File: src/rtl/svsel_pkg.sv
package svsel_pkg;
    localparam int unsigned COORD_W_DEF = 16;
    localparam int unsigned FRAC_W_DEF  = 12;
    localparam int unsigned TIME_W_DEF  = 16;
    localparam int unsigned SLOTS       = 3;
    localparam int unsigned SECTOR_W    = 3;

    typedef enum logic {
        TRI_LOWER = 1'b0,
        TRI_UPPER = 1'b1
    } tri_kind_e;
endpackage

File: src/rtl/svsel_locate.sv
module svsel_locate
    import svsel_pkg::*;
#(
    parameter int unsigned COORD_W = COORD_W_DEF,
    parameter int unsigned FRAC_W  = FRAC_W_DEF
) (
    input  logic signed [COORD_W-1:0]        vg,
    input  logic signed [COORD_W-1:0]        vh,
    output logic signed [COORD_W-FRAC_W-1:0] g,
    output logic signed [COORD_W-FRAC_W-1:0] h,
    output logic        [FRAC_W-1:0]         fg,
    output logic        [FRAC_W-1:0]         fh,
    output tri_kind_e                        kind
);
    localparam logic [FRAC_W:0] ONE = (FRAC_W+1)'(1) << FRAC_W;

    logic [FRAC_W:0] frac_sum;

    always_comb begin
        // integer field of a two's complement word is the floor
        g        = vg[COORD_W-1:FRAC_W];
        h        = vh[COORD_W-1:FRAC_W];
        fg       = vg[FRAC_W-1:0];
        fh       = vh[FRAC_W-1:0];
        frac_sum = {1'b0, fg} + {1'b0, fh};
        kind     = (frac_sum > ONE) ? TRI_UPPER : TRI_LOWER;
    end
endmodule

File: src/rtl/svsel_dwell.sv
module svsel_dwell
    import svsel_pkg::*;
#(
    parameter int unsigned FRAC_W = FRAC_W_DEF,
    parameter int unsigned TIME_W = TIME_W_DEF
) (
    input  logic [FRAC_W-1:0]             fg,
    input  logic [FRAC_W-1:0]             fh,
    input  tri_kind_e                     kind,
    output logic [SLOTS-1:0][TIME_W-1:0]  t
);
    localparam int unsigned RAW_W = FRAC_W + 3;
    localparam int unsigned SHIFT = TIME_W - FRAC_W;
    localparam logic signed [RAW_W-1:0] ONE = RAW_W'(1) << FRAC_W;

    typedef logic signed [RAW_W-1:0] raw_t;

    function automatic logic [TIME_W-1:0] to_time(input raw_t r);
        logic [TIME_W-1:0] v;
        v = '0;
        if (r < 0) begin
            v = '0;
        end else if (r >= ONE) begin
            v = '1;
        end else begin
            v[TIME_W-1:SHIFT] = r[FRAC_W-1:0];
        end
        return v;
    endfunction

    raw_t fgx, fhx;
    raw_t raw [SLOTS];

    always_comb begin
        fgx = raw_t'({3'b000, fg});
        fhx = raw_t'({3'b000, fh});
        if (kind == TRI_LOWER) begin
            raw[0] = ONE - fgx - fhx;
            raw[1] = fgx;
            raw[2] = fhx;
        end else begin
            raw[0] = ONE - fhx;
            raw[1] = ONE - fgx;
            raw[2] = fgx + fhx - ONE;
        end
    end

    for (genvar i = 0; i < SLOTS; i++) begin : g_sat
        assign t[i] = to_time(raw[i]);
    end
endmodule

File: src/rtl/svsel_phase.sv
module svsel_phase
    import svsel_pkg::*;
#(
    parameter int unsigned CRD_W = 5,
    parameter int unsigned LVL_W = 6
) (
    input  logic signed [CRD_W-1:0]    x,
    input  logic signed [CRD_W-1:0]    y,
    input  logic        [SECTOR_W-1:0] sector,
    output logic        [3*LVL_W-1:0]  lvl
);
    logic signed [LVL_W-1:0] xe, ye, a, b;
    logic [LVL_W-1:0] pa, pb, pc, ra, rb, rc;

    always_comb begin
        xe = LVL_W'(x);
        ye = LVL_W'(y);
        a  = xe + ye;
        b  = ye;
        // odd sectors mirror the first-sector triple first
        if (sector[0]) begin
            pa = a - b;
            pb = a;
        end else begin
            pa = a;
            pb = b;
        end
        pc = '0;
        unique case (sector[SECTOR_W-1:1])
            2'd1: begin ra = pc; rb = pa; rc = pb; end
            2'd2: begin ra = pb; rb = pc; rc = pa; end
            default: begin ra = pa; rb = pb; rc = pc; end
        endcase
        lvl = {rc, rb, ra};
    end
endmodule

File: src/rtl/svsel_top.sv
module svsel_top
    import svsel_pkg::*;
#(
    parameter int unsigned COORD_W = COORD_W_DEF,
    parameter int unsigned FRAC_W  = FRAC_W_DEF,
    parameter int unsigned TIME_W  = TIME_W_DEF,
    localparam int unsigned INT_W  = COORD_W - FRAC_W,
    localparam int unsigned LVL_W  = INT_W + 2,
    localparam int unsigned TRI_W  = INT_W + 4
) (
    input  logic                      clk,
    input  logic                      rst_n,
    input  logic                      in_valid,
    output logic                      in_ready,
    input  logic signed [COORD_W-1:0] in_vg,
    input  logic signed [COORD_W-1:0] in_vh,
    input  logic [SECTOR_W-1:0]       in_sector,
    input  logic                      out_ready,
    output logic                      out_valid,
    output logic                      out_upper,
    output logic [TRI_W-1:0]          out_tri,
    output logic [TIME_W-1:0]         out_t0,
    output logic [TIME_W-1:0]         out_t1,
    output logic [TIME_W-1:0]         out_t2,
    output logic [3*LVL_W-1:0]        out_lvl0,
    output logic [3*LVL_W-1:0]        out_lvl1,
    output logic [3*LVL_W-1:0]        out_lvl2
);
    localparam int unsigned CRD_W = INT_W + 1;

    typedef struct packed {
        logic                     valid;
        tri_kind_e                kind;
        logic signed [INT_W-1:0]  g;
        logic signed [INT_W-1:0]  h;
        logic [FRAC_W-1:0]        fg;
        logic [FRAC_W-1:0]        fh;
        logic [SECTOR_W-1:0]      sector;
    } stage1_t;

    typedef struct packed {
        logic                            valid;
        tri_kind_e                       kind;
        logic [TRI_W-1:0]                tri_n;
        logic [SLOTS-1:0][TIME_W-1:0]    t;
        logic [SLOTS-1:0][3*LVL_W-1:0]   lvl;
    } stage2_t;

    stage1_t s1_d, s1_q;
    stage2_t s2_d, s2_q;

    // locate on the raw input
    logic signed [INT_W-1:0] loc_g, loc_h;
    logic [FRAC_W-1:0]       loc_fg, loc_fh;
    tri_kind_e               loc_kind;

    svsel_locate #(.COORD_W(COORD_W), .FRAC_W(FRAC_W)) locate_i (
        .vg   (in_vg),
        .vh   (in_vh),
        .g    (loc_g),
        .h    (loc_h),
        .fg   (loc_fg),
        .fh   (loc_fh),
        .kind (loc_kind)
    );

    // dwell times from the registered fractions
    logic [SLOTS-1:0][TIME_W-1:0] dw_t;

    svsel_dwell #(.FRAC_W(FRAC_W), .TIME_W(TIME_W)) dwell_i (
        .fg   (s1_q.fg),
        .fh   (s1_q.fh),
        .kind (s1_q.kind),
        .t    (dw_t)
    );

    // corner coordinates of each slot
    logic signed [CRD_W-1:0] gx, hx, gx1, hx1;
    logic signed [CRD_W-1:0] slot_x [SLOTS];
    logic signed [CRD_W-1:0] slot_y [SLOTS];
    logic [SLOTS-1:0][3*LVL_W-1:0] ph_lvl;

    always_comb begin
        gx  = CRD_W'(s1_q.g);
        hx  = CRD_W'(s1_q.h);
        gx1 = gx + CRD_W'(1);
        hx1 = hx + CRD_W'(1);
        if (s1_q.kind == TRI_LOWER) begin
            slot_x[0] = gx;  slot_y[0] = hx;
            slot_x[1] = gx1; slot_y[1] = hx;
            slot_x[2] = gx;  slot_y[2] = hx1;
        end else begin
            slot_x[0] = gx1; slot_y[0] = hx;
            slot_x[1] = gx;  slot_y[1] = hx1;
            slot_x[2] = gx1; slot_y[2] = hx1;
        end
    end

    for (genvar i = 0; i < SLOTS; i++) begin : g_phase
        svsel_phase #(.CRD_W(CRD_W), .LVL_W(LVL_W)) phase_i (
            .x      (slot_x[i]),
            .y      (slot_y[i]),
            .sector (s1_q.sector),
            .lvl    (ph_lvl[i])
        );
    end

    // triangle number
    logic signed [TRI_W:0] tri_sum;

    always_comb begin
        tri_sum = (TRI_W+1)'({s1_q.sector, 2'b00})
                + (TRI_W+1)'(s1_q.g)
                + (TRI_W+1)'(s1_q.h)
                + ((s1_q.kind == TRI_UPPER) ? (TRI_W+1)'(2) : (TRI_W+1)'(1));
    end

    logic s1_en, s2_en;

    always_comb begin
        s2_en = !s2_q.valid || out_ready;
        s1_en = !s1_q.valid || s2_en;

        s1_d = s1_q;
        if (s1_en) begin
            s1_d.valid = in_valid;
            if (in_valid) begin
                s1_d.kind   = loc_kind;
                s1_d.g      = loc_g;
                s1_d.h      = loc_h;
                s1_d.fg     = loc_fg;
                s1_d.fh     = loc_fh;
                s1_d.sector = in_sector;
            end
        end

        s2_d = s2_q;
        if (s2_en) begin
            s2_d.valid = s1_q.valid;
            if (s1_q.valid) begin
                s2_d.kind  = s1_q.kind;
                s2_d.tri_n = tri_sum[TRI_W-1:0];
                s2_d.t     = dw_t;
                s2_d.lvl   = ph_lvl;
            end
        end
    end

    always_ff @(posedge clk or negedge rst_n) begin
        if (!rst_n) begin
            s1_q <= '0;
            s2_q <= '0;
        end else begin
            s1_q <= s1_d;
            s2_q <= s2_d;
        end
    end

    assign in_ready  = s1_en;
    assign out_valid = s2_q.valid;
    assign out_upper = (s2_q.kind == TRI_UPPER);
    assign out_tri   = s2_q.tri_n;
    assign out_t0    = s2_q.t[0];
    assign out_t1    = s2_q.t[1];
    assign out_t2    = s2_q.t[2];
    assign out_lvl0  = s2_q.lvl[0];
    assign out_lvl1  = s2_q.lvl[1];
    assign out_lvl2  = s2_q.lvl[2];
endmodule

File: config.mk
export PLATFORM = sky130hd
export DESIGN_NAME = svsel_top
export DESIGN_NICKNAME = d
export VERILOG_FILES = /design/src/rtl/svsel_pkg.sv /design/src/rtl/svsel_locate.sv /design/src/rtl/svsel_dwell.sv /design/src/rtl/svsel_phase.sv /design/src/rtl/svsel_top.sv
export SDC_FILE = /design/constraint.sdc
export NUM_CORES = 1
export LEC_CHECK = 0
export BUFFER_PORTS_ARGS = -buffer_cell sky130_fd_sc_hd__clkbuf_2
export CAP_MARGIN = 20
export CORE_UTILIZATION = 41
export DETAILED_ROUTE_END_ITERATION = 10
export GPL_ROUTABILITY_DRIVEN = 0
export MAX_ROUTING_LAYER = met4
export SETUP_SLACK_MARGIN = 0.05
export SYNTH_ARGS = -nofsm -noshare
export SYNTH_HDL_FRONTEND = slang
export SYNTH_HIERARCHICAL = 1
export SYNTH_SLANG_ARGS = --single-unit
File: constraint.sdc
create_clock -name clk -period 4.88 [get_ports clk]
set_clock_uncertainty 0.05 [all_clocks]
set_input_delay 0.732 -clock clk [delete_from_list [all_inputs] [get_ports clk]]
set_output_delay 0.732 -clock clk [all_outputs]
set_load 0.05 [all_outputs]
==> metrics.cfg <==
[floorplanning]
rows = 61
vertical_extent_of_the_die_um = 172
top_level_ports = 152
start_util = 0.421
floorplan.core_area_mm2 = 0.0281
die_width_um = 172
die_area_mm2 = 0.0295

[drt]
route.detailed.drc = 0
num_vias = 9318
wire_per_inst_um = 17.1
ant_nets = 0
drtIter0Drc = 693
totalWireLength_mm = 29.0
drt-pass1-iter-count = 5
route.detailed.vias_per_inst = 5.50

[cells_and_area]
area.growth.synth_to_final_pct = 11.5
finalNetCount = 1439
final_cells = 1695
antenna_cells_inserted = 0
final_util = 0.469
number_of_fill_cells = 2758
post_route_cells_drive_above_1_share = 0.264

[placement]
dpl.cell_count = 1663
hpwl_mm = 22.0
port_buffers = 151

[cts]
hold_buffers = 0
cts.root.buffer_cell = clkbuf_16
maximum_number_of_buffers_from_clock_root_to_sink = 2
cts_tree = built
cts.sink_count = 149
numCtsBuffers = 17
ctsResizeCount = 0
worstSkewPairLatency_ps = 440
post_cts_setup_repair_buffer_count = 0
htree_levels = 4
clkTransAtPathRegs_ps = 70

[run]
drv.max_cap_violation_count = 0

[grt]
grt-ovfl-total = 0
via_count_of_the_first_global_routing_pass = 8555
grt_pass1_wl_mm = 45.8
grt_use_total = 0.204
grt_max_degree = 76
antenna_found_initial = 0

[sta]
tightestPinTransition_ps = 961
unrepaired_setup_endpoints_after_global_routing = no
final-hold-violation-count = 0
finalCritPeriodShare = 0.845
relSlewSlack = 0.354
setup_viol = 0
finalSetupTns_ps = 0
final.min_clock_period_ps = 4120
slew_violations = 0
clock.fmax_mhz = 243

[worst_setup_path]
start_kind = flop
critPathMaxFanout = 8
cp_data_required_time_ps = 5150
critPathCaptureType = flop
timing.critical_path.arrival_ps = 4390
setup.worst_path.class = reg -> reg

[synthesis]
post-synth-top-count-cell = dfrtp_1
synth_top_cell_area_share = 0.316
synth.top_cells.by_count = 149 x dfrtp_1, 113 x mux2_2, 80 x ha_1
syn_avg_cell_area_um2 = 9.76
seq_area_frac_synth = 0.316
yosys_register_bits = 149
synth_top_cells_by_area = dfrtp_1 32%, mux2_2 11%, ha_1 8.5%
leading_area_contributor_after_synthesis = dfrtp_1
synth_cell_type_count = 83
dominantRegCellSynth = dfrtp_1
postSynth.asyncResetShare = 1.00
syn-cell-area_mm2 = 0.0118
ys.warnings.count = 6
number_of_instances_in_the_synthesized_netlist = 1210
synth-edff-count = 0

[pwr]
peak_supply_drop_uv = 295
power_per_cell_area_mw_per_mm2 = 672
p_leak_nw = 6.02

[status]
status = complete, no violations

[hold_path]
hold_path.class = in -> async

-- final timing paths --
kind	to	slack (ps)	cells past startpoint	from
min in group clk	out_tri[5]	440	2	out_tri[5]
setup / recovery	out_lvl1[17]	760	13	hx[0]
hold reg to reg	out_tri[5]	440	2	out_tri[5]
max in group asynchronous	s1_q[19]	3480	2	rst_n
hold / removal	out_t0[2]	280	1	rst_n
setup reg to reg	out_lvl1[17]	760	13	hx[0]
-- area by class of cell --
class                           count  area [um2]  area share
Tap cell                          378         473      0.0359
Clock buffer                       17         425      0.0323
Clock inverter                     15         164      0.0124
Timing Repair Buffer              163         852      0.0647
Multi-Input combinational cell    905        7270       0.552
Inverter                           68         255      0.0194
Sequential cell                   149        3730       0.283
-- report_power, final --
group	leakage, nW	internal [W]	total (W)	switching [W]
clock	0.283	0.000687	0.00133	0.000639
combinational	3.91	0.00193	0.00554	0.00361
sequential	1.82	0.00167	0.00199	0.000325
-- metal layers --
| metal | routed length, um | vias to the layer above | track usage |
|---|---|---|---|
| li1 | - | 4535 | - |
| met1 | 14900 | 4480 | 0.302 |
| met2 | 12200 | 291 | 0.290 |
| met3 | 1620 | 12 | 0.0352 |
| met4 | 211 | 0 | 0.0408 |
| met5 | 0 | - | - |
-- placed cells by master, fill, tap and decap left out, drive strengths merged, types with 5 or more instances in the layout --
cell type	n
buf	13
and2	7
o221ai	7
nand3	16
mux2i	21
nor2	72
a22oi	6
nor2b	17
clkinv	5
xnor2	50
inv	76
or2	5
a221oi	14
o22ai	24
and3	13
ha	80
a221o	6
o21a	7
a21oi	77
a21o	19
a31oi	18
nor3	23
fa	16
nand2b	15
dfrtp	149
o21ai	49
a211oi	18
xor2	23
clkbuf	167
nor4	5
nand2	71
o211ai	8
mux2	146
nand4	8
-- state kept, by name, summed over array words and instances (netlist names) --
register,cells
out_t0,16
hx,4
out_lvl0,18
out_tri,8
out_lvl2,18
out_lvl1,18
out_t2,16
out_t1,16
out_valid,1
out_upper,1
s1_q,29
gx,4
-- cells by family (layout without fill, tap and decap cells) --
family | Yosys count | in the layout | share of synthesized area
compound gates | 288 | 288 | 0.170
simple gates | 277 | 277 | 0.120
mux | 167 | 167 | 0.158
buf+inv | 159 | 263 | 0.0699
flops | 149 | 149 | 0.316
fa+ha+maj | 96 | 96 | 0.112
xor+xnor | 73 | 73 | 0.0541
other cells | 1 | 4 | 0.000317
-- stage by stage --
stage	setup WS (ps)	power [W]	hold slack, ps	instance area [um2]
final	759	0.00886	276	13200
after global routing	551	0.00947	335	13200
after CTS	752	0.00889	299	13200
after detailed placement	770	0.00754	429	12600
after global placement	819	0.00746	415	12600
after floorplan	786	0.00634	386	11800
-- worst max-delay path, stage by stage, from the launching register on --
cell and delay (ps):
dfrtp_1 380, ha_1 440, mux2_2 410, fa_1 520, a21o_1 190, a21oi_1 170, xnor2_1 130, ha_1 240
or2_1 250, o22ai_4 160, xnor2_1 170, mux2_4 320, a221o_1 340, mux2_2 250
Power figures use the tool's default switching activity.
